### src/rtl/intc_pkg.sv
`timescale 1ns/1ps
package intc_pkg;

    // State of the top-level edge capture
    typedef struct packed {
        logic prev;   // line value seen on the previous edge
        logic lat;    // captured, not yet acknowledged
    } nmi_state_t;

    // prev resets high so a line already high at reset release is not an edge
    localparam nmi_state_t NMI_RST = '{prev: 1'b1, lat: 1'b0};

endpackage

### src/rtl/intc_nmi_edge.sv
`timescale 1ns/1ps
module intc_nmi_edge
    import intc_pkg::*;
(
    input  logic clk,
    input  logic rst_n,
    input  logic line_i,
    input  logic clr_i,
    output logic lat_o
);

    nmi_state_t st_d, st_q;
    logic       rise;

    always_comb begin
        rise      = line_i & ~st_q.prev;
        st_d.prev = line_i;
        // a fresh edge wins over a clear in the same cycle
        st_d.lat  = rise | (st_q.lat & ~clr_i);
    end

    always_ff @(posedge clk or negedge rst_n) begin
        if (!rst_n) st_q <= NMI_RST;
        else        st_q <= st_d;
    end

    assign lat_o = st_q.lat;

    AST_L7_CAPTURE: assert property (@(posedge clk) disable iff (!rst_n)
        (line_i && !st_q.prev) |=> st_q.lat);
    AST_L7_HOLD: assert property (@(posedge clk) disable iff (!rst_n)
        (st_q.lat && !clr_i) |=> st_q.lat);
    AST_L7_CLEAR: assert property (@(posedge clk) disable iff (!rst_n)
        (clr_i && !(line_i && !st_q.prev)) |=> !st_q.lat);

endmodule

### src/rtl/intc_prio_enc.sv
`timescale 1ns/1ps
module intc_prio_enc #(
    parameter int NUM_LVL = 7,
    parameter int LVL_W   = $clog2(NUM_LVL + 1)
) (
    input  logic [NUM_LVL-1:0] req_i,
    input  logic [LVL_W-1:0]   mask_i,
    output logic               pend_o,
    output logic [LVL_W-1:0]   lvl_o
);

    logic [NUM_LVL-1:0] live;

    // per-level gate: the top level ignores the mask level
    for (genvar k = 0; k < NUM_LVL; k++) begin : g_gate
        if (k == NUM_LVL - 1) begin : g_top
            assign live[k] = req_i[k];
        end else begin : g_masked
            assign live[k] = req_i[k] & (LVL_W'(k + 1) > mask_i);
        end
    end

    always_comb begin
        lvl_o = '0;
        for (int k = 0; k < NUM_LVL; k++) begin
            if (live[k]) lvl_o = LVL_W'(k + 1);
        end
        pend_o = |live;
    end

endmodule

### src/rtl/intc_wake_cmp.sv
`timescale 1ns/1ps
module intc_wake_cmp #(
    parameter int NUM_LVL = 7,
    parameter int LVL_W   = $clog2(NUM_LVL + 1)
) (
    input  logic [NUM_LVL-1:0] raw_i,
    input  logic [NUM_LVL-1:0] en_i,
    input  logic [LVL_W-1:0]   wake_lvl_i,
    output logic               wake_o
);

    localparam logic [LVL_W-1:0] LIM_MAX = LVL_W'(NUM_LVL - 1);

    logic [LVL_W-1:0]   lim;
    logic [NUM_LVL-1:0] above;

    assign lim = (wake_lvl_i > LIM_MAX) ? LIM_MAX : wake_lvl_i;

    for (genvar k = 0; k < NUM_LVL; k++) begin : g_cmp
        assign above[k] = raw_i[k] & en_i[k] & (LVL_W'(k + 1) > lim);
    end

    assign wake_o = |above;

endmodule

### src/rtl/intc_level_masker.sv
`timescale 1ns/1ps
module intc_level_masker #(
    parameter int NUM_LVL = 7,
    parameter int LVL_W   = $clog2(NUM_LVL + 1)
) (
    input  logic               clk,
    input  logic               rst_n,
    input  logic [NUM_LVL-1:0] irq_i,
    input  logic [NUM_LVL-1:0] src_en_i,
    input  logic [LVL_W-1:0]   mask_lvl_i,
    input  logic [LVL_W-1:0]   wake_lvl_i,
    input  logic               ack_i,
    output logic               pend_o,
    output logic [LVL_W-1:0]   pend_lvl_o,
    output logic [LVL_W-1:0]   ack_lvl_o,
    output logic               ack_spur_o,
    output logic               wake_o
);

    localparam int               TOP     = NUM_LVL - 1;
    localparam logic [LVL_W-1:0] TOP_LVL = LVL_W'(NUM_LVL);

    logic               top_lat;
    logic               top_clr;
    logic [NUM_LVL-1:0] eff_req;

    // effective request vector: levels below the top are level-sensitive
    always_comb begin
        eff_req      = irq_i & src_en_i;
        eff_req[TOP] = top_lat & src_en_i[TOP];
    end

    assign top_clr = ack_i & pend_o & (pend_lvl_o == TOP_LVL);

    intc_nmi_edge i_nmi (
        .clk    (clk),
        .rst_n  (rst_n),
        .line_i (irq_i[TOP]),
        .clr_i  (top_clr),
        .lat_o  (top_lat)
    );

    intc_prio_enc #(.NUM_LVL(NUM_LVL), .LVL_W(LVL_W)) i_enc (
        .req_i  (eff_req),
        .mask_i (mask_lvl_i),
        .pend_o (pend_o),
        .lvl_o  (pend_lvl_o)
    );

    intc_wake_cmp #(.NUM_LVL(NUM_LVL), .LVL_W(LVL_W)) i_wake (
        .raw_i      (irq_i),
        .en_i       (src_en_i),
        .wake_lvl_i (wake_lvl_i),
        .wake_o     (wake_o)
    );

    assign ack_lvl_o  = ack_i ? pend_lvl_o : '0;
    assign ack_spur_o = ack_i & ~pend_o;

    AST_TOP_NONMASK: assert property (@(posedge clk) disable iff (!rst_n)
        (top_lat && src_en_i[TOP]) |-> (pend_lvl_o == TOP_LVL));
    AST_ABOVE_MASK: assert property (@(posedge clk) disable iff (!rst_n)
        (pend_o && pend_lvl_o != TOP_LVL) |-> (pend_lvl_o > mask_lvl_i));
    AST_SPUR_ZERO: assert property (@(posedge clk) disable iff (!rst_n)
        ack_spur_o |-> (ack_lvl_o == '0 && ack_i));
    AST_WAKE_TOP: assert property (@(posedge clk) disable iff (!rst_n)
        (irq_i[TOP] && src_en_i[TOP]) |-> wake_o);
    AST_PEND_LVL: assert property (@(posedge clk) disable iff (!rst_n)
        !pend_o |-> (pend_lvl_o == '0));

endmodule

### config.mk
export PLATFORM = sky130hd
export DESIGN_NAME = intc_level_masker
export DESIGN_NICKNAME = d
export VERILOG_FILES = /design/src/rtl/intc_pkg.sv /design/src/rtl/intc_nmi_edge.sv /design/src/rtl/intc_prio_enc.sv /design/src/rtl/intc_wake_cmp.sv /design/src/rtl/intc_level_masker.sv
export SDC_FILE = /design/constraint.sdc
export NUM_CORES = 1
export LEC_CHECK = 0
export ABC_AREA = 1
export ABC_CLOCK_PERIOD_IN_PS = 1150
export BUFFER_PORTS_ARGS = -buffer_cell sky130_fd_sc_hd__buf_2
export CAP_MARGIN = 20
export CORE_AREA = 3 3 40 42
export CTS_CLUSTER_DIAMETER = 30
export CTS_CLUSTER_SIZE = 16
export DETAILED_ROUTE_END_ITERATION = 6
export DIE_AREA = 0 0 43 45
export PLACE_DENSITY = 0.67
export SYNTH_ARGS = -nofsm -noshare
export SYNTH_HDL_FRONTEND = slang
export SYNTH_HIERARCHICAL = 1
export SYNTH_SLANG_ARGS = --single-unit
### constraint.sdc
create_clock -name clk -period 1.15 [get_ports clk]
set_clock_uncertainty 0.2 [all_clocks]
set_input_delay 0.115 -clock clk [delete_from_list [all_inputs] [get_ports clk]]
set_output_delay 0.115 -clock clk [all_outputs]
set_load 0.005 [all_outputs]
* Yosys cells after proc, flatten, opt, wreduce, memory -nomap -nowiden
Cells that the tools add are included.
** Operators by class
- Magnitude comparators :: 14
- Equal/unequal tests :: 1
- Muxes and demuxes :: 9
- Bitwise operators :: 31
- Reduce and logical (&&, ||, !) cells :: 2
** Operator list (number)
- $and 1x1->1 :: 26
- $gt 3x3->1 const A :: 7
- $mux 3 :: 6
- $reduce_or 7->1 :: 2
- $gt 2x3->1 const A :: 4
- $and 6x6->6 :: 1
- $gt 1x3->1 const A :: 2
- $mux 2 :: 2
- $eq 3x3->1 const B :: 1
- $gt 3x3->1 const B :: 1
- $not 1->1 :: 3
- $mux 1 :: 1
- $or 1x1->1 :: 1
** Storage, ports and cells
- Bits in registers :: 2
- Input bits :: 23
- Output and inout bits :: 9
- Word-level logic and storage cells :: 59

* Logic depth before layout (Yosys ltp)
- Word-level depth :: 14
- Gate-level depth with buffers :: 15
- Gate-level depth less buffers :: 15

* Cells and area by module
The synthesis kept the hierarchy.
** By module, submodules not included
- intc_prio_enc :: times used 1, cells each 28, area an instance 135.1 um2, sequential area each 0.0 um2
- intc_wake_cmp :: times used 1, cells each 24, area an instance 98.8 um2, sequential area each 0.0 um2
- intc_level_masker :: times used 1, cells each 24, area an instance 96.3 um2, sequential area each 0.0 um2
- intc_nmi_edge :: times used 1, cells each 7, area an instance 70.1 um2, sequential area each 51.3 um2

* Least setup slack after synthesis
Ideal clock, no wire load.
- Kind :: register -> register
- Start :: register i_nmi.st_q, in the netlist i_nmi/lat_o
- End :: register i_nmi.st_q, in the netlist i_nmi/lat_o
- Library setup time :: 65 ps
- Arrival :: 1013 ps
- Required time :: 885 ps
- Path slack :: -127 ps
- Stages on the path, launching flop included :: 12
- Buffers on the path :: 0
- Period minus slack after synthesis :: 1277 ps
- Path through :: dfrtp_1 nand2_1 inv_1 inv_1 nand2_1 nor2_2 nand2_1 nand3_1 nor2_2 inv_1 nand2_1 nand2_1
** RTL lines
- start, declared :: line intc_nmi_edge.sv:12 : nmi_state_t st_d, st_q;
- start signal, assigned :: line intc_nmi_edge.sv:24 : else st_q <= st_d;

* Final worst setup path
- Start :: register i_nmi.st_q, in the netlist i_nmi/lat_o
- End :: output port ack_lvl_o[1]
** On the way
- Cells in the longest elaborated chain, start to end :: 3
** RTL lines
- $and 1x1->1 :: line intc_level_masker.sv:30 : eff_req[TOP] = top_lat & src_en_i[TOP];
- via eff_req[6] :: line intc_level_masker.sv:25 : logic [NUM_LVL-1:0] eff_req;
- $mux 3 :: line intc_prio_enc.sv:26 : if (live[k]) lvl_o = LVL_W'(k + 1);
- $mux 3 :: line intc_level_masker.sv:57 : assign ack_lvl_o = ack_i ? pend_lvl_o : '0;
- end, declared :: line intc_level_masker.sv:15 : output logic [LVL_W-1:0] ack_lvl_o,
The timed path passes the listed nets, and every way through them passes these cells.

==> summary.md <==
| Metric | Value |
|---|---|
| Status | finished with violations |
| Failing checks | setup timing |
| First-pass DRT Iterations | 4 |
| Final WL | around 1200 um |
| Most frequent cells in the layout | 31 x nand2_1, 29 x buf_2, 20 x inv_1 |
| Via count | 593 |
| Max-slew headroom | between 80% and 90% |
| Hold path cells | 6 |
| Register area | 51.3 sq um |
| Place WS | -284 ps |
| Critical path class | reg2out |
| Final setup margin | -403 ps |
| Final setup vio count | 9 |
| Via/cell ratio | 4.15 |
| Starting Density | 31.2% |
| Buffers on Ports | 31 |
| DRC Markers | 0 |
| #FFs+latches synth | 2 |
| CTS buffer count | 3 |
| Mean Syn Cell Area | 4.82 sq um |
| Area grow syn2layout | 80.3% |
| Worst VDD drop | 0.567 mV |
| RSZ-0062 raised after global routing | true |
| Worst-Margin Slew | around 170 ps |
| RD Place Congestion | 0.777 |
| Leading area contributor after synthesis | nand2_1 |
| Crit-path cells | nand2_1, inv_1, inv_2, nand2_4, a31o_1, nand2_1, inv_1, buf_2 |
| Fin crit share | 135% |
| Slowest cell on crit path | dfrtp_1 |
| Maxcap violations | 0 |
| Commonest non-fill, non-tap cell in the layout | nand2_1 |
| Reg2Reg Depth | 11 |
| Total Neg Setup Slack | -2920 ps |
| Final min period | 1550 ps |
| Initial antenna violation count | 0 |
| Fraction of final layout cells sized beyond drive strength 1 | between 40% and 50% |
| First-pass GRT wire length | 1920 um |
| CP arrival | 1240 ps |
| CTS clock-pin slew for the worst setup and hold paths | approximately 40 ps |
| I/O Pins | 32 |
| Seq/Total Area, Yosys | 12.8% |
| CTS tree | done |
| Final #Nets | 152 |
| Fmax | 0.644 GHz |
| CP required | 830 ps |
| Core Region | 1280 sq um |
| Top cells by area, synth | nand2_1 32%, inv_1 21%, dfstp_2 6.6% |
| DP HPWL | 932 um |
| Slew Limit Fails | 0 |
| Root Buffer | clkbuf_4 |
| Area share of the largest cell type after synthesis | 31.9% |
| Multi-input gate area | 289 sq um |
| Number of library cell types mapped by synthesis | 12 |
| Grt total ovfl | 0 |
| Y dimension of the die | 45 um |
| Synth warnings | 6 |
| Site Rows | 13 |
| LEAKAGE | between 0.4 and 0.5 nW |
| Initial drt markers | 7 |
| H-tree Lvls | 1 |
| Final hold vios | 0 |
| Die area | 1940 sq um |
| Critical Path Start Type | flip-flop |
| Syn Nets | 106 |
| Final ANT Viol Nets | 0 |
| CP endpoint kind | primary output |
| Avg WL per Cell | 8.59 um |
| Netlist Area Pre-Place | 400 sq um |
| Largest net degree at the start of global routing | 7 |
| Min-Delay Path Class | in2reg |
| Ant diodes | 0 |
| CTS sink count | 2 |
| Crit path largest cell delay | 370 ps |
| Insertion delay to the later sink of the worst-skew pair | ~230 ps |
| Max clock buf depth | 2 |
| Power density over the cells | 777 nW/um^2 |
| Flop2flop setup slack | -270 ps |
| Vias in the first global route | 498 |
| Post-Synthesis Cells | between 80 and 90 |
| Filler Cells Inserted | 139 |
| CP Max Fanout | 3 |
| Die Wd | 43 um |
| GRT Util Overall | roughly an eighth |
-- sequential cells by signal, indices dropped and copies added (netlist names) --
| name | count |
|---|---|
| i_nmi/lat_o | 1 |
| i_nmi/st_q | 1 |
-- timing repair --
action	in CTS	in global routing
gates resized for setup	5	5
setup endpoints to repair	9	9
hold buffers	3	0
pin swaps	6	2
hold endpoints to repair	4	0
setup buffers	3	1
-- area by class of cell --
class,instances,share of cell area [%]
Clock buffer,4,3.64
Multi-Input combinational cell,59,40.0
Inverter,22,11.4
Timing Repair Buffer,41,35.2
Tap cell,15,2.60
Sequential cell,2,7.11
-- worst max-delay path: cells and delay by family (launching register included) --
kind | cells | cell delay (ps)
DFF | 1 | 370
buffers and inverters | 4 | 240
AOI/OAI and AO/OA | 1 | 210
and+or+nand+nor | 3 | 180
-- routing by layer --
layer	up-vias	global-route usage (%)	share of wire, %
met5	-	0	0
met4	0	5.42	0
met3	0	3.59	2.5
met2	9	25.1	57
met1	252	13.7	40
li1	332	-	-
-- cells in the mapped netlist (all sizes together) --
library cell,number
nand2,37
a31o,1
dfstp,1
inv,22
nor2,9
dfrtp,1
nand3,7
nor3,1
a21oi,4
-- metrics by stage --
stage          power, W  utilization [%]  area [sq um]  hold WS [ps]  std cells
6_report       0.000561             56.2           722          91.6        143
5_1_grt        0.000613             56.2           722           139        143
4_1_cts        0.000540             53.9           693          79.8        142
3_5_place_dp   0.000315             46.6           599          -298        132
3_3_place_gp   0.000310             46.6           599          -299        132
2_1_floorplan  0.000200                -           403          -381         83
-- logic make-up (layout without fill, tap and decap cells) --
family | Yosys count | after routing | synth area share (%)
DFF | 2 | 2 | 12.8
buffers and inverters | 22 | 67 | 20.6
AOI/OAI and AO/OA | 5 | 5 | 7.19
and+or+nand+nor | 54 | 54 | 59.4
-- final timing paths --
check | startpoint | endpoint
max | i_nmi/lat_o | ack_lvl_o[1]
min | ack_i | i_nmi/lat_o
max reg2reg | i_nmi/lat_o | i_nmi/lat_o
min reg2reg | i_nmi/lat_o | i_nmi/lat_o
max in group asynchronous | rst_n | i_nmi/lat_o
min in group asynchronous | rst_n | i_nmi/st_q[1]
-- power breakdown --
part | internal [W] | switching, W | leakage, nW
Clock | 0.000129 | 0.0000431 | 0.0150
Sequential | 0.0000802 | 0.00000337 | 0.0203
Combinational | 0.000159 | 0.000147 | 0.450
Note: power is estimated with default switching activity, not from simulation.
